## config.mk

```make
export PLATFORM = sky130hd
export DESIGN_NAME = spi_reg_bridge
export DESIGN_NICKNAME = d
export VERILOG_FILES = /design/src/rtl/spi_rb_pkg.sv /design/src/rtl/spi_rb_shifter.sv /design/src/rtl/spi_rb_frame.sv /design/src/rtl/spi_rb_regs.sv /design/src/rtl/spi_reg_bridge.sv
export SDC_FILE = /design/constraint.sdc
export NUM_CORES = 1
export LEC_CHECK = 0
export BUFFER_PORTS_ARGS = -buffer_cell sky130_fd_sc_hd__buf_2
export CAP_MARGIN = 10
export CORE_ASPECT_RATIO = 0.75
export CORE_MARGIN = 5
export CORE_UTILIZATION = 50
export DETAILED_ROUTE_END_ITERATION = 6
export PLACE_DENSITY = 0.65
export SETUP_SLACK_MARGIN = 0.05
export SLEW_MARGIN = 0
export SYNTH_ARGS = -nofsm -noshare
export SYNTH_HDL_FRONTEND = slang
export SYNTH_SLANG_ARGS = --single-unit
```

## constraint.sdc

```tcl
create_clock -name clk_i -period 7.8 [get_ports clk_i]
set_input_delay 0.39 -clock clk_i [delete_from_list [all_inputs] [get_ports clk_i]]
set_output_delay 0.39 -clock clk_i [all_outputs]
set_load 0.005 [all_outputs]
```

## src/rtl/spi_rb_pkg.sv

```systemverilog
package spi_rb_pkg;
  localparam int unsigned CTRL_AW = 6;
  localparam logic [7:0] ESC_CHAR  = 8'h5C;
  localparam logic [7:0] ESC_FLIP  = 8'h20;
  localparam logic [7:0] FILL_BYTE = 8'hFF;
  localparam logic [7:0] FAULT_BYTE = 8'h00;

  typedef enum logic [2:0] {
    ST_CTRL,
    ST_READ,
    ST_WRITE,
    ST_DONE,
    ST_FAULT
  } frame_st_e;

  function automatic logic needs_esc(input logic [7:0] v);
    return (v == 8'h00) || (v == ESC_CHAR);
  endfunction
endpackage

```

## src/rtl/spi_rb_shifter.sv

```systemverilog
module spi_rb_shifter #(
  parameter int unsigned SYNC_STAGES = 2
) (
  input  logic       clk_i,
  input  logic       rst_ni,
  input  logic       sclk_i,
  input  logic       cs_ni,
  input  logic       mosi_i,
  input  logic [7:0] tx_byte_i,
  output logic       miso_o,
  output logic       cs_act_o,
  output logic [7:0] rx_byte_o,
  output logic       rx_valid_o
);
  localparam int unsigned LAST = SYNC_STAGES - 1;

  logic [SYNC_STAGES-1:0] sclk_s, cs_s, mosi_s;
  logic       sclk_d;
  logic [2:0] bit_cnt;
  logic [6:0] rx_sh;
  logic [7:0] tx_sh;
  logic       rise, fall;

  always_ff @(posedge clk_i or negedge rst_ni) begin
    if (!rst_ni) begin
      sclk_s <= '0;
      cs_s   <= '1;
      mosi_s <= '0;
      sclk_d <= 1'b0;
    end else begin
      sclk_s <= {sclk_s[SYNC_STAGES-2:0], sclk_i};
      cs_s   <= {cs_s[SYNC_STAGES-2:0], cs_ni};
      mosi_s <= {mosi_s[SYNC_STAGES-2:0], mosi_i};
      sclk_d <= sclk_s[LAST];
    end
  end

  assign rise     = sclk_s[LAST] & ~sclk_d;
  assign fall     = ~sclk_s[LAST] & sclk_d;
  assign cs_act_o = ~cs_s[LAST];

  always_ff @(posedge clk_i or negedge rst_ni) begin
    if (!rst_ni) begin
      bit_cnt    <= '0;
      rx_sh      <= '0;
      tx_sh      <= spi_rb_pkg::FILL_BYTE;
      rx_byte_o  <= '0;
      rx_valid_o <= 1'b0;
    end else begin
      rx_valid_o <= 1'b0;
      if (!cs_act_o) begin
        bit_cnt <= '0;
        tx_sh   <= tx_byte_i;
      end else if (rise) begin
        rx_sh   <= {rx_sh[5:0], mosi_s[LAST]};
        bit_cnt <= bit_cnt + 3'd1;
        if (bit_cnt == 3'd7) begin
          rx_byte_o  <= {rx_sh, mosi_s[LAST]};
          rx_valid_o <= 1'b1;
        end
      end else if (fall) begin
        // byte boundary: load the reply chosen from the previous byte
        if (bit_cnt == 3'd0) tx_sh <= tx_byte_i;
        else                 tx_sh <= {tx_sh[6:0], 1'b0};
      end
    end
  end

  assign miso_o = tx_sh[7];
endmodule

```

## src/rtl/spi_rb_frame.sv

```systemverilog
module spi_rb_frame
  import spi_rb_pkg::*;
#(
  parameter int unsigned NUM_REGS  = 32,
  parameter int unsigned BUF_ADDR  = 24,
  parameter int unsigned FLAG_ADDR = 1,
  parameter int unsigned IW        = 5
) (
  input  logic               clk_i,
  input  logic               rst_ni,
  input  logic               cs_act_i,
  input  logic               rx_valid_i,
  input  logic [7:0]         rx_byte_i,
  input  logic [7:0]         rd_data_i,
  output logic [7:0]         tx_byte_o,
  output logic [IW-1:0]      rd_idx_o,
  output logic [IW-1:0]      wr_idx_o,
  output logic               we_o,
  output logic [7:0]         wdata_o,
  output logic               flag_clr_o,
  output logic               err_o,
  output logic [CTRL_AW:0]   addr_o
);
  localparam logic [CTRL_AW:0] NUM_L  = (CTRL_AW + 1)'(NUM_REGS);
  localparam logic [CTRL_AW:0] BUF_L  = (CTRL_AW + 1)'(BUF_ADDR);
  localparam logic [CTRL_AW:0] FLAG_L = (CTRL_AW + 1)'(FLAG_ADDR);

  frame_st_e        st_q, st_d;
  logic [CTRL_AW:0] addr_q, addr_d, rd_ptr;
  logic [7:0]       tx_q, tx_d, tail_q, tail_d, dec, store_val;
  logic             esc_q, esc_d, tail_vld_q, tail_vld_d;
  logic             do_fetch, do_store, do_fault;

  assign rd_ptr   = (st_q == ST_CTRL) ? {1'b0, rx_byte_i[CTRL_AW-1:0]} : addr_q;
  assign rd_idx_o = rd_ptr[IW-1:0];
  assign wr_idx_o = addr_q[IW-1:0];
  assign dec      = rx_byte_i ^ ESC_FLIP;

  always_comb begin
    st_d       = st_q;
    addr_d     = addr_q;
    tx_d       = tx_q;
    esc_d      = esc_q;
    tail_d     = tail_q;
    tail_vld_d = tail_vld_q;
    we_o       = 1'b0;
    wdata_o    = rx_byte_i;
    flag_clr_o = 1'b0;
    do_fetch   = 1'b0;
    do_store   = 1'b0;
    do_fault   = 1'b0;
    store_val  = rx_byte_i;

    if (!cs_act_i) begin
      st_d       = ST_CTRL;
      tx_d       = FILL_BYTE;
      esc_d      = 1'b0;
      tail_vld_d = 1'b0;
    end else if (rx_valid_i) begin
      case (st_q)
        ST_CTRL: begin
          if (rx_byte_i == 8'h00 || rd_ptr >= NUM_L) begin
            do_fault = 1'b1;
          end else begin
            addr_d = rd_ptr;
            if (rx_byte_i[7]) begin
              st_d     = ST_READ;
              do_fetch = 1'b1;
            end else begin
              st_d = ST_WRITE;
              tx_d = FILL_BYTE;
            end
          end
        end
        ST_READ: begin
          if (rx_byte_i == 8'h00) begin
            st_d = ST_DONE;
            tx_d = FILL_BYTE;
          end else begin
            do_fetch = 1'b1;
          end
        end
        ST_WRITE: begin
          tx_d = FILL_BYTE;
          if (rx_byte_i == 8'h00) begin
            st_d = ST_DONE;
          end else if (esc_q) begin
            esc_d = 1'b0;
            if (needs_esc(dec)) begin
              do_store  = 1'b1;
              store_val = dec;
            end else begin
              do_fault = 1'b1;
            end
          end else if (rx_byte_i == ESC_CHAR) begin
            esc_d = 1'b1;
          end else begin
            do_store = 1'b1;
          end
        end
        ST_DONE:  tx_d = FILL_BYTE;
        default:  tx_d = FAULT_BYTE;
      endcase

      if (do_fetch) begin
        if (tail_vld_q) begin
          tx_d       = tail_q;
          tail_vld_d = 1'b0;
        end else if (rd_ptr >= NUM_L) begin
          do_fault = 1'b1;
        end else begin
          flag_clr_o = (rd_ptr == FLAG_L);
          addr_d     = (rd_ptr == BUF_L) ? rd_ptr : rd_ptr + 1'b1;
          if (needs_esc(rd_data_i)) begin
            tx_d       = ESC_CHAR;
            tail_d     = rd_data_i ^ ESC_FLIP;
            tail_vld_d = 1'b1;
          end else begin
            tx_d = rd_data_i;
          end
        end
      end

      if (do_store) begin
        if (addr_q >= NUM_L) begin
          do_fault = 1'b1;
        end else begin
          we_o    = 1'b1;
          wdata_o = store_val;
          addr_d  = (addr_q == BUF_L) ? addr_q : addr_q + 1'b1;
        end
      end

      if (do_fault) begin
        st_d = ST_FAULT;
        tx_d = FAULT_BYTE;
      end
    end
  end

  always_ff @(posedge clk_i or negedge rst_ni) begin
    if (!rst_ni) begin
      st_q       <= ST_CTRL;
      addr_q     <= '0;
      tx_q       <= FILL_BYTE;
      esc_q      <= 1'b0;
      tail_q     <= '0;
      tail_vld_q <= 1'b0;
    end else begin
      st_q       <= st_d;
      addr_q     <= addr_d;
      tx_q       <= tx_d;
      esc_q      <= esc_d;
      tail_q     <= tail_d;
      tail_vld_q <= tail_vld_d;
    end
  end

  assign tx_byte_o = tx_q;
  assign err_o     = (st_q == ST_FAULT);
  assign addr_o    = addr_q;
endmodule

```

## src/rtl/spi_rb_regs.sv

```systemverilog
module spi_rb_regs #(
  parameter int unsigned NUM_REGS  = 32,
  parameter int unsigned FLAG_ADDR = 1,
  parameter int unsigned IW        = 5
) (
  input  logic          clk_i,
  input  logic          rst_ni,
  input  logic          we_i,
  input  logic [IW-1:0] wr_idx_i,
  input  logic [7:0]    wdata_i,
  input  logic [IW-1:0] rd_idx_i,
  output logic [7:0]    rd_data_o,
  input  logic [7:0]    evt_i,
  input  logic          flag_clr_i,
  output logic          irq_no
);
  logic [7:0] mem [NUM_REGS];
  logic [7:0] flag_q;

  for (genvar g = 0; g < NUM_REGS; g++) begin : g_reg
    if (g == FLAG_ADDR) begin : g_flag
      assign mem[g] = flag_q;
    end else begin : g_cell
      logic [7:0] cell_q;
      always_ff @(posedge clk_i or negedge rst_ni) begin
        if (!rst_ni)                               cell_q <= '0;
        else if (we_i && wr_idx_i == IW'(g))       cell_q <= wdata_i;
      end
      assign mem[g] = cell_q;
    end
  end

  // new events win over a same-cycle clear
  always_ff @(posedge clk_i or negedge rst_ni) begin
    if (!rst_ni) flag_q <= '0;
    else         flag_q <= (flag_q & ~{8{flag_clr_i}}) | evt_i;
  end

  assign rd_data_o = mem[rd_idx_i];
  assign irq_no    = ~|flag_q;
endmodule

```

## src/rtl/spi_reg_bridge.sv

```systemverilog
module spi_reg_bridge #(
  parameter int unsigned NUM_REGS    = 32,
  parameter int unsigned BUF_ADDR    = 24,
  parameter int unsigned FLAG_ADDR   = 1,
  parameter int unsigned SYNC_STAGES = 2
) (
  input  logic       clk_i,
  input  logic       rst_ni,
  input  logic       sclk_i,
  input  logic       cs_ni,
  input  logic       mosi_i,
  output logic       miso_o,
  input  logic [7:0] evt_i,
  output logic       irq_no
);
  localparam int unsigned IW = $clog2(NUM_REGS);
  localparam int unsigned AW = spi_rb_pkg::CTRL_AW;

  logic          cs_act, rx_valid, we, flag_clr, err;
  logic [7:0]    rx_byte, tx_byte, rd_data, wdata;
  logic [IW-1:0] rd_idx, wr_idx;
  logic [AW:0]   addr;

  spi_rb_shifter #(.SYNC_STAGES(SYNC_STAGES)) u_shift (
    .clk_i, .rst_ni, .sclk_i, .cs_ni, .mosi_i,
    .tx_byte_i (tx_byte),
    .miso_o,
    .cs_act_o  (cs_act),
    .rx_byte_o (rx_byte),
    .rx_valid_o(rx_valid)
  );

  spi_rb_frame #(
    .NUM_REGS(NUM_REGS), .BUF_ADDR(BUF_ADDR), .FLAG_ADDR(FLAG_ADDR), .IW(IW)
  ) u_frame (
    .clk_i, .rst_ni,
    .cs_act_i  (cs_act),
    .rx_valid_i(rx_valid),
    .rx_byte_i (rx_byte),
    .rd_data_i (rd_data),
    .tx_byte_o (tx_byte),
    .rd_idx_o  (rd_idx),
    .wr_idx_o  (wr_idx),
    .we_o      (we),
    .wdata_o   (wdata),
    .flag_clr_o(flag_clr),
    .err_o     (err),
    .addr_o    (addr)
  );

  spi_rb_regs #(.NUM_REGS(NUM_REGS), .FLAG_ADDR(FLAG_ADDR), .IW(IW)) u_regs (
    .clk_i, .rst_ni,
    .we_i      (we),
    .wr_idx_i  (wr_idx),
    .wdata_i   (wdata),
    .rd_idx_i  (rd_idx),
    .rd_data_o (rd_data),
    .evt_i,
    .flag_clr_i(flag_clr),
    .irq_no
  );
endmodule

```

# Word-level counts from Yosys, hierarchy flattened
# Cells that the tools add are included.
# word_totals
register_bits	318
# classes
addsub	3
order_cmp	3
n_eq_ne	45
n_mux	94
n_bitwise	13
reduce_logical	58
# op_table
cell	n
$mux W8	16
$eq A5 B5 Y1 const B	16
$mux W7	10
$mux W6	8
$mux W1	47
$bmux W8 S5	1
$eq A5 B4 Y1 const B	8
$logic_and A1 B1 Y1	31
$eq A8 B7 Y1 const B	3
$logic_not A8 Y1	3
$pmux W8 S3	1
$mux W3	7
$eq A5 B3 Y1 const B	4
$add A7 B1 Y7 const B	2
$eq A7 B5 Y1 const B	2
$ge A7 B6 Y1 const B	2
$eq A5 B2 Y1 const B	2
$reduce_bool A2 Y1	5
$reduce_and A3 Y1	3
$and A8 B8 Y8	1
$not A8 Y8	1
$or A8 B8 Y8	1
$reduce_or A8 Y1	1
$eq A7 B1 Y1 const B	1
other kinds (25)	40

# Logic depth before layout (Yosys ltp)
# Gate-level depths: netlist of the first run.
# depth
ltp_word	17
mapped_depth	15
ltp_nobuf	11

# Cells and area by module
# From an unflattened synthesis of the first run, not the netlist that was laid out.
# unflattened
hier_cells	1108
area_unflattened_um2	15557.4
# modules_own_cells
module	instances	cells_per_inst	area_per_inst_um2	seq_area_each_um2
spi_rb_regs	1	706	11698.7	6406.1
spi_rb_frame	1	298	2388.5	710.7
spi_rb_shifter	1	104	1470.2	863.3

# Worst setup path before layout of the first run
# Ideal clock, no wire load.
# synth_path
kind	flip-flop to flip-flop
start	register u_frame.addr_q[1], in the netlist u_frame.addr_o[1]
end	register u_frame.tail_q[2]
arrival_time_ps	3384
t_required_ps	7720
setup_slack_ps	4336
stages_incl_launch_ff	13
path_buffers	3
period_less_slack_ps	3464
path_cell_list	dfrtp_1 clkbuf_1 buf_1 buf_2 mux2_2 a22oi_1 nor2_1 o41ai_1 nand3_1 o221ai_1 nand3_1 a211oi_4 mux2i_1
# synth_via
elab_chain_len	8
# synth_lines
item	line_no	source
start: declaration	spi_rb_frame.sv:29	logic [CTRL_AW:0] addr_q, addr_d, rd_ptr;
start signal: assignment	spi_rb_frame.sv:151	addr_q <= addr_d;
$mux W7 (*)	spi_rb_frame.sv:34	assign rd_ptr = (st_q == ST_CTRL) ? {1'b0, rx_byte_i[CTRL_AW-1:0]} : addr_q;
$ge A7 B6 Y1 or $not A5 Y6 (tied branches)	spi_rb_frame.sv:62, spi_rb_frame.sv:109, spi_rb_regs.sv:39	
$logic_or A1 B1 Y1 or $bmux W8 S5 (tied branches)	spi_rb_frame.sv:62, spi_rb_regs.sv:39	
$mux W1 or $mux W8 (tied branches)	spi_rb_frame.sv:62, spi_rb_regs.sv:39	
$pmux W1 S2 or $mux W8 (tied branches)	spi_rb_frame.sv:60, spi_rb_regs.sv:39	
$mux W1, or another cell as far along	spi_rb_frame.sv:59	end else if (rx_valid_i) begin
$mux W1 or $logic_or A1 B1 Y1 (tied branches)	spi_rb_frame.sv:54, spi_rb_pkg.sv:17	
$reduce_and A6 Y1 (no line)	-	
end signal: assignment	spi_rb_frame.sv:154	tail_q <= tail_d;
end: declaration	spi_rb_frame.sv:30	logic [7:0] tx_q, tx_d, tail_q, tail_d, dec, store_val;
# Mark *: on every way between the ends. The rest lies on a longest branch, timed or not. The select of a mux whose other input is x is not followed.
# A chain may end at the register's enable or synchronous reset.

# Worst setup path after layout of the first run
# layout_path
start	register u_frame.st_q[2]
end	register u_frame.tail_q[2]
# layout_via
elab_chain_len	9
# layout_lines
item	line_no	source
start: declaration	spi_rb_frame.sv:28	frame_st_e st_q, st_d;
start signal: assignment	spi_rb_frame.sv:150	st_q <= st_d;
$logic_not A3 Y1	spi_rb_frame.sv:34, spi_rb_frame.sv:60	
$mux W7	spi_rb_frame.sv:34	
$ge A7 B6 Y1 or $not A5 Y6 (tied branches)	spi_rb_frame.sv:62, spi_rb_frame.sv:109, spi_rb_regs.sv:39	
$logic_or A1 B1 Y1 or $bmux W8 S5 (tied branches)	spi_rb_frame.sv:62, spi_rb_regs.sv:39	
$mux W1 or $mux W8 (tied branches)	spi_rb_frame.sv:62, spi_rb_regs.sv:39	
$pmux W1 S2 or $mux W8 (tied branches)	spi_rb_frame.sv:60, spi_rb_regs.sv:39	
$mux W1, or another cell as far along	spi_rb_frame.sv:59	
$mux W1 or $logic_or A1 B1 Y1 (tied branches)	spi_rb_frame.sv:54, spi_rb_pkg.sv:17	
$reduce_and A6 Y1 (no line)	-	
# Several ways; a longest one is shown, not always the timed one. The select of a mux whose other input is x is not followed.

==> flow_summary.ini, run 1 <==
[timing]
worst_hold_slack_ps = -47.7
fin_setup_tns_ps = 0
rsz0062_at_grt = no
setup_viol = 0
skew_ps = 22.2
slew-limit-headroom = 0.166
slew_viol_final = 0
min_period_ps = 5380
worstMarginPinSlew_ps = 1240
fmax_mhz = 186
fin_crit_sh = 0.690
hold_viol_final = 39

[route]
ant_nets = 0
drtIter0Drc = 1438
wl_per_cell_um = 26.8
dr.pass1.iters = 5
drt-total-wl_um = 51000
drc_errors = 0
vias = 12600
via_per_inst = 6.62

[worst_setup_path]
r2r_setup_slack_ps = 2420
crit_fanout = 39
crit_path_start_kind = register
r2r.worst_path.cells = 12
worst-setup-path-type = register to register
r2r_start = u_frame.st_q[2]$_DFFE_PN0P_
cp.required_ps = 8230
crit_start = u_frame.st_q[2]$_DFFE_PN0P_
critPathCaptureType = register
crit_arrival_ps = 5810

[floorplanning]
core_um2 = 32400
die_h_um = 167
pin_count = 15
rows = 57
fp.dieW_um = 219
dieArea_um2 = 36600
start_util = 0.507

[clocking]
cts-root-buf = clkbuf_16
cts_inserted_buffers = 34
cts_tree = done
clk_path_buf_depth = 3
htreeDepth = 2
clk_latency_ps = 530
path_clk_slew_ps = 60
postCtsSetupRepairBufs = 0
cts.sinks = 318

[outcome]
status = finished, violations left
violations = hold timing

[yosys]
netlist_instances = 1458
ys_seq_area_frac = 0.485
avgSynthCellArea_um2 = 11.3
synth_nets = 1483
ys_ff_latch = 318
ys_warn_count = 0
synthFlopType = dfrtp_1
async_flop_share = 1.00
syn_area_um2 = 16400
synth-edff-count = 0
ys_types = 85

[grt]
grt_pass1_vias = 12200
grt_max_degree = 149
track_usage = 0.277
antenna_found_initial = 1
grt_remaining_overflow = 0
grt_pass1_wl_um = 77800

[cells_and_area]
finalNetCount = 1459
fill_cells = 2744
drive_gt1_frac = 0.284
mostFrequentLayoutCell = dfrtp_1
syn_to_final_growth_pct = 9.80
diodes = 0
final_cell_mix = dfrtp_1, mux2_2, nand2_1, o21ai_0, mux2i_1

[pwr]
powerDensity_nw_per_um2 = 190
power_mw = 3.43
ir_drop_v = 0.000175
power_leakage_nw = 8.13

[placement]
gp_congestion = 1.06
portBuffers = 14
dp_hpwl_um = 33500

[worst_hold_path]
holdCritPathClass = primary input to async pin

[flow_run]
cap_viol_max_count = 0
-- cell usage after synthesis, drive strengths merged, types with 33 or more instances --
master  number  area share
nand3       39       0.012
a21oi       44       0.013
nor2        53       0.013
nand2      135       0.031
mux2       262        0.18
a211oi      35       0.017
buf         38       0.014
dfrtp      300        0.46
and3        33       0.013
mux2i       57       0.035
clkbuf      70       0.016
o21ai       74       0.023
-- power by group --
part	switching [mW]	leakage (nW)	internal, mW
combinational	0.0436	3.26	0.0216
clock	0.675	0.565	0.995
sequential	0.0152	4.31	1.67
-- kinds of logic (layout without fill, tap and decap cells) --
kind of cell	after synthesis	count (layout)	share of synthesized area
buffers and inverters	129	131	0.0343
muxes	333	333	0.234
and+or+nand+nor	366	366	0.111
AOI/OAI and AO/OA	297	297	0.125
adders and majority gates	12	12	0.00913
DFF	318	318	0.485
xor gates and xnor gates	3	3	0.00160
-- through the flow --
stage | utilization | cell area, µm² | setup WS (ps) | std cells | hold slack, ps
2_1_floorplan | - | 16400 | 4340 | 1458 | 94.4
3_3_place_gp | 0.520 | 16900 | 2760 | 1837 | 337
3_5_place_dp | 0.520 | 16900 | 2590 | 1837 | 337
4_1_cts | 0.556 | 18000 | 2590 | 1902 | 12.3
5_1_grt | 0.556 | 18000 | 2200 | 1902 | 28.5
6_report | 0.556 | 18000 | 2420 | 1902 | -47.7
-- cell type report --
type,instances,area [µm²],area share
flip-flops and latches,318,7990,0.442
multi-input cells,1011,7920,0.439
clock buffers,56,1100,0.0608
well taps,442,553,0.0306
repair buffers,48,355,0.0197
inverters,21,78.8,0.00437
clock inverters,6,60.1,0.00333
-- worst max-delay path: stages, from the launching register on --
cell	delay, ps
dfrtp_1	670
nor4b_4	600
nor2_4	70
buf_4	320
inv_2	750
buf_4	470
a211oi_1	130
o21ai_0	540
and4_1	330
a31oi_1	130
or4_4	510
a211oi_4	510
mux2i_1	250
-- metal layers --
layer / share of wire / routed length (µm) / vias to the layer above / global-route usage
li1: - / - / 5365 / -
met1: 0.44 / 22500 / 6346 / 0.425
met2: 0.41 / 21000 / 731 / 0.381
met3: 0.11 / 5750 / 149 / 0.0755
met4: 0.035 / 1780 / 0 / 0.0846
met5: 0 / 0 / - / 0
-- registers in the layout, indices dropped and copies added, names as in the netlist --
register,cells
u_regs.g.g_cell.cell_q,248
u_frame.addr_o,7
u_shift.tx_sh,8
u_frame.st_q,3
u_shift.rx_sh,7
u_frame.tx_byte_o,8
u_shift.bit_cnt,3
u_frame.tail_vld_q,1
u_regs.flag_q,8
u_shift.mosi_s,2
u_shift.rx_valid_o,1
u_shift.sclk_s,2
u_frame.tail_q,8
u_shift.sclk_d,1
u_frame.esc_q,1
u_shift.cs_s,2
u_shift.rx_byte_o,8
-- what timing repair did --
item	in CTS	in global routing
hold endpoints to repair	3	0
gates resized for setup	0	0
hold buffers	3	0
-- worst paths after layout --
check | to
worst min-delay path | u_regs.g_reg[29].g_cell.cell_q[3]$_DFFE_PN0P_
worst max register to register | u_frame.tail_q[2]$_DFFE_PN0P_
min in group clk_i | u_regs.flag_q[3]$_DFF_PN0_
max in group asynchronous | u_regs.flag_q[6]$_DFF_PN0_
worst max-delay path | u_frame.tail_q[2]$_DFFE_PN0P_
worst min register to register | u_shift.mosi_s[1]$_DFF_PN0_
(Power assumes the default switching activity.)
==> run 2, diff against run 1 <==
--- a/config.mk
+++ b/config.mk
@@ -11,7 +11,7 @@
 export CORE_MARGIN = 5
 export CORE_UTILIZATION = 50
 export DETAILED_ROUTE_END_ITERATION = 6
-export PLACE_DENSITY = 0.65
+export PLACE_DENSITY = 0.68
 export SETUP_SLACK_MARGIN = 0.05
 export SLEW_MARGIN = 0
 export SYNTH_ARGS = -nofsm -noshare
==> constraint.sdc (replaced) <==
create_clock -name clk_i -period 4.8 [get_ports clk_i]
set_input_delay 0.24 -clock clk_i [delete_from_list [all_inputs] [get_ports clk_i]]
set_output_delay 0.24 -clock clk_i [all_outputs]
set_load 0.005 [all_outputs]
==> flow_summary.ini, run 2 (synthesis results as in run 1) <==
[worst_setup_path]
crit_fanout = 17
critPathMaxStageDelay_ps = 760
crit_arrival_ps = 5020
critPathCaptureType = register
path_cells = or3_2 -> buf_4 -> a21oi_1 -> o2111ai_1 -> a311oi_2 -> a221oi_2 -> or4_4 -> a211oi_4 -> mux2i_1
cp.required_ps = 5300
crit_slowest_cell = or3_2
crit_path_start_kind = register
worst-setup-path-type = register to register

[route]
drtIter0Drc = 1775
wl_per_cell_um = 28.2
drc_errors = 0
via_per_inst = 6.55
vias = 12700
dr.pass1.iters = 6
drt-total-wl_um = 54500
ant_nets = 0

[floorplanning]
pin_count = 15
dieArea_um2 = 36600
start_util = 0.507
rows = 57
core_um2 = 32400
die_h_um = 167
fp.dieW_um = 219

[placement]
dp_hpwl_um = 37700
gp_congestion = 0.978
dp_cells = 1872
portBuffers = 14

[timing]
slew-limit-headroom = 0.181
skew_ps = 16.0
fmax_mhz = 221
hold_viol_final = 0
slew_viol_final = 0
fin_crit_sh = 0.942
rsz0062_at_grt = no
fin_setup_tns_ps = 0
setup_viol = 0
worstMarginPinSlew_ps = 1220
min_period_ps = 4520

[clocking]
path_clk_slew_ps = 70
htreeDepth = 1
cts_tree = done
clk_latency_ps = 580
cts.sinks = 318
clk_path_buf_depth = 3
cts-root-buf = clkbuf_16
cts_inserted_buffers = 30

[cells_and_area]
finalNetCount = 1499
drive_gt1_frac = 0.295
final_cell_mix = dfrtp_1, mux2_2, nand2_1, o21ai_0, buf_4
syn_to_final_growth_pct = 11.3
diodes = 0
multiInputGateArea_um2 = 7940
mostFrequentLayoutCell = dfrtp_1
top_register = u_regs.g.g_cell.cell_q
fill_cells = 2769
regArea_um2 = 7990
largest_reg_flops = 248
stdcell_count = 1935

[grt]
grt_remaining_overflow = 0
track_usage = 0.297
grt_pass1_vias = 12600
grt_pass1_wl_um = 82700
grt_max_degree = 149
antenna_found_initial = 1

[pwr]
powerDensity_nw_per_um2 = 287
power_leakage_nw = 8.29
ir_drop_v = 0.000230

[worst_hold_path]
holdCritPathClass = primary input to async pin

[flow_run]
cap_viol_max_count = 0

[outcome]
status = finished clean
[run 2: changes by cell type in the layout (fill, tap and decap cells not counted), moves of 2 or more]
cell / delta
clkinvlp_4: -2
buf_12: +6
buf_4: +29
clkbuf_8: -4
dlygate4sd3_1: +9
clkbuf_16: -5
[run 2: power by group]
group	leakage, nW	switching [mW]	internal, mW
clock network	0.475	1.03	1.35
logic	3.50	0.0732	0.0411
registers	4.31	0.0260	2.72
[run 2: worst paths after layout]
path / start / end / slack, ps / depth (start not counted)
max: u_frame.st_q[2]$_DFFE_PN0P_ / u_frame.tail_q[4]$_DFFE_PN0P_ / 280 / 9
min: rst_ni / u_regs.g_reg[31].g_cell.cell_q[7]$_DFFE_PN0P_ / 210 / 2
max reg2reg: u_frame.st_q[2]$_DFFE_PN0P_ / u_frame.tail_q[4]$_DFFE_PN0P_ / 280 / 9
min reg2reg: u_shift.mosi_s[0]$_DFF_PN0_ / u_shift.mosi_s[1]$_DFF_PN0_ / 350 / 0
max in group asynchronous: rst_ni / u_regs.g_reg[4].g_cell.cell_q[4]$_DFFE_PN0P_ / 3350 / 3
min in group clk_i: cs_ni / u_shift.cs_s[0]$_DFF_PN1_ / 320 / 2
[run 2: metal layers]
metal | GRT usage | part of all wire | vias up
met3 | 0.0708 | 0.10 | 141
met5 | 0 | 0.00013 | -
li1 | - | - | 5446
met4 | 0.0830 | 0.034 | 2
met2 | 0.420 | 0.42 | 671
met1 | 0.457 | 0.45 | 6421
[run 2: through the flow]
step,setup WS [ps],util,hold slack [ps],area (µm²),power [mW]
2_1_floorplan,1340,-,-55.6,16400,2.83
6_report,276,0.564,213,18300,5.25
4_1_cts,77.1,0.563,217,18300,5.29
3_3_place_gp,291,0.530,235,17200,2.90
3_5_place_dp,103,0.530,239,17200,2.91
5_1_grt,140,0.564,269,18300,5.42
[run 2: final cells by class]
cell class                      instances  share of cell area
Sequential cell                       318               0.436
Multi-Input combinational cell       1011               0.434
Clock buffer                           47              0.0501
Timing Repair Buffer                   92              0.0428
Tap cell                              442              0.0302
Inverter                               21             0.00431
Clock inverter                          4             0.00253
[run 2: timing repair]
| item | CTS | global route |
|---|---|---|
| endpoints found under the setup margin | 0 | 11 |
| resized for setup | 0 | 3 |
| setup buffers | 0 | 0 |
| endpoints found under the hold margin | 79 | 0 |
| hold buffers | 12 | 0 |
[run 2: worst max-delay path, delay by kind of cell (launching register included)]
family          cells  cell delay, ps
compound gates      5            1940
mux                 1             250
simple gates        2            1340
flops               1             620
buf+inv             1             290
==> run 3, diff against run 2 <==
--- a/config.mk
+++ b/config.mk
@@ -7,11 +7,13 @@
 export LEC_CHECK = 0
 export BUFFER_PORTS_ARGS = -buffer_cell sky130_fd_sc_hd__buf_2
 export CAP_MARGIN = 10
+export CELL_PAD_IN_SITES_DETAIL_PLACEMENT = 1
+export CELL_PAD_IN_SITES_GLOBAL_PLACEMENT = 2
 export CORE_ASPECT_RATIO = 0.75
 export CORE_MARGIN = 5
-export CORE_UTILIZATION = 50
+export CORE_UTILIZATION = 40
 export DETAILED_ROUTE_END_ITERATION = 6
-export PLACE_DENSITY = 0.68
+export PLACE_DENSITY_LB_ADDON = 0.1
 export SETUP_SLACK_MARGIN = 0.05
 export SLEW_MARGIN = 0
 export SYNTH_ARGS = -nofsm -noshare
==> flow_summary.ini, run 3 (synthesis results as in run 1) <==
[clocking]
clk_path_buf_depth = 3
path_clk_slew_ps = 60
htreeDepth = 2
cts_inserted_buffers = 36
cts-root-buf = clkbuf_16
cts_tree = done
cts.sinks = 318
clk_latency_ps = 550

[grt]
grt_pass1_wl_um = 89700
grt_pass1_vias = 13100
antenna_found_initial = 4
track_usage = 0.264
grt_remaining_overflow = 0
grt_max_degree = 117

[floorplanning]
dieArea_um2 = 45300
pin_count = 15
start_util = 0.404
core_um2 = 40700
rows = 64
die_h_um = 186
fp.dieW_um = 244

[worst_setup_path]
worst-setup-path-type = register to register
reg2reg_to = u_frame.tx_byte_o[3]$_DFFE_PN1P_
crit_fanout = 23
r2r_start = u_frame.st_q[1]$_DFFE_PN0P_
crit_arrival_ps = 5090
crit_path_start_kind = register
critPathCaptureType = register
r2r.worst_path.cells = 10
r2r_setup_slack_ps = 140
cp.required_ps = 5230

[route]
vias = 12600
drtIter0Drc = 1042
wl_per_cell_um = 29.2
drc_errors = 0
drt-total-wl_um = 60000
via_per_inst = 6.15
ant_nets = 0
dr.pass1.iters = 5

[timing]
setup_viol = 0
fin_crit_sh = 0.971
fin_setup_tns_ps = 0
slew-limit-headroom = 0.235
hold_viol_final = 0
min_period_ps = 4660
fin_ws_ps = 141
fmax_mhz = 215
rsz0062_at_grt = no
worstMarginPinSlew_ps = 1150
skew_ps = 35.5
slew_viol_final = 0

[pwr]
ir_drop_v = 0.000246
powerDensity_nw_per_um2 = 305
power_mw = 5.73
power_leakage_nw = 8.49

[cells_and_area]
stdcell_count = 2054
top_register = u_regs.g.g_cell.cell_q
mostFrequentLayoutCell = dfrtp_1
final_cell_mix = dfrtp_1, mux2_2, nand2_1, buf_4, o21ai_0
drive_gt1_frac = 0.309
finalNetCount = 1523
syn_to_final_growth_pct = 14.3
largest_reg_flops = 248
fill_cells = 4311

[worst_hold_path]
holdCritPathClass = primary input to async pin

[placement]
portBuffers = 14
dp_hpwl_um = 41500
place_worst_setup_slack_ps = 167
gp_congestion = 0.900
dp_cells = 1973

[outcome]
status = finished clean

[flow_run]
cap_viol_max_count = 0
-- run 3: worst max path at each step --
stage / from / slack, ps / cells past startpoint / end
2_1_floorplan: u_frame.addr_o[1]$_DFFE_PN0P_ / 1340 / 12 / u_frame.tail_q[2]$_DFFE_PN0P_
3_3_place_gp: u_frame.st_q[2]$_DFFE_PN0P_ / 420 / 10 / u_frame.tail_q[4]$_DFFE_PN0P_
3_5_place_dp: u_frame.st_q[2]$_DFFE_PN0P_ / 170 / 10 / u_frame.tail_q[3]$_DFFE_PN0P_
4_1_cts: u_frame.st_q[2]$_DFFE_PN0P_ / 110 / 10 / u_frame.tail_q[3]$_DFFE_PN0P_
5_1_grt: u_frame.st_q[2]$_DFFE_PN0P_ / 50 / 10 / u_frame.tx_byte_o[3]$_DFFE_PN1P_
6_report: u_frame.st_q[1]$_DFFE_PN0P_ / 140 / 10 / u_frame.tx_byte_o[3]$_DFFE_PN1P_
-- run 3: layer usage --
| metal | up-vias | wire length (µm) | GRT usage |
|---|---|---|---|
| met2 | 376 | 25300 | 0.389 |
| met5 | - | 10 | 0 |
| met4 | 2 | 1250 | 0.0587 |
| met1 | 6677 | 28600 | 0.391 |
| met3 | 84 | 4840 | 0.0722 |
| li1 | 5496 | - | - |
-- run 3: metrics by stage --
step / util / cell area [µm²] / hold WS, ps
2_1_floorplan: - / 16400 / -55.6
3_3_place_gp: 0.428 / 17400 / 335
3_5_place_dp: 0.428 / 17400 / 349
4_1_cts: 0.461 / 18800 / 318
5_1_grt: 0.462 / 18800 / 339
6_report: 0.462 / 18800 / 340
-- run 3: repair_timing --
action | CTS | global route
resized for setup | 0 | 1
endpoints found under the hold margin | 114 | 0
hold buffers | 12 | 0
buffers inserted | 0 | 2
endpoints found under the setup margin | 0 | 10
-- run 3: final cells by class --
class                      count  area (µm²)  area share
tap                          528         661      0.0352
clock buffer                  54        1060      0.0565
inverter                      21        78.8     0.00420
antenna                        1        2.50    0.000133
timing repair buffer         110         918      0.0489
multi-input combinational   1011        7930       0.422
clock inverter                11         151     0.00806
sequential                   318        7990       0.425
-- run 3: where the power goes --
group	internal, mW	switching [mW]	total [mW]	leakage (nW)
Sequential	2.72	0.0312	2.75	4.31
Combinational	0.0417	0.0775	0.119	3.59
Clock	1.70	1.16	2.86	0.591
-- run 3: critical path, stage by stage (launching register included) --
cell	delay [ps]
dfrtp_1	590
or4b_4	750
nand2_4	350
buf_4	300
buf_4	200
a21oi_1	50
a221oi_1	980
o22ai_1	460
nand3_1	350
nor3b_1	110
a221o_1	390
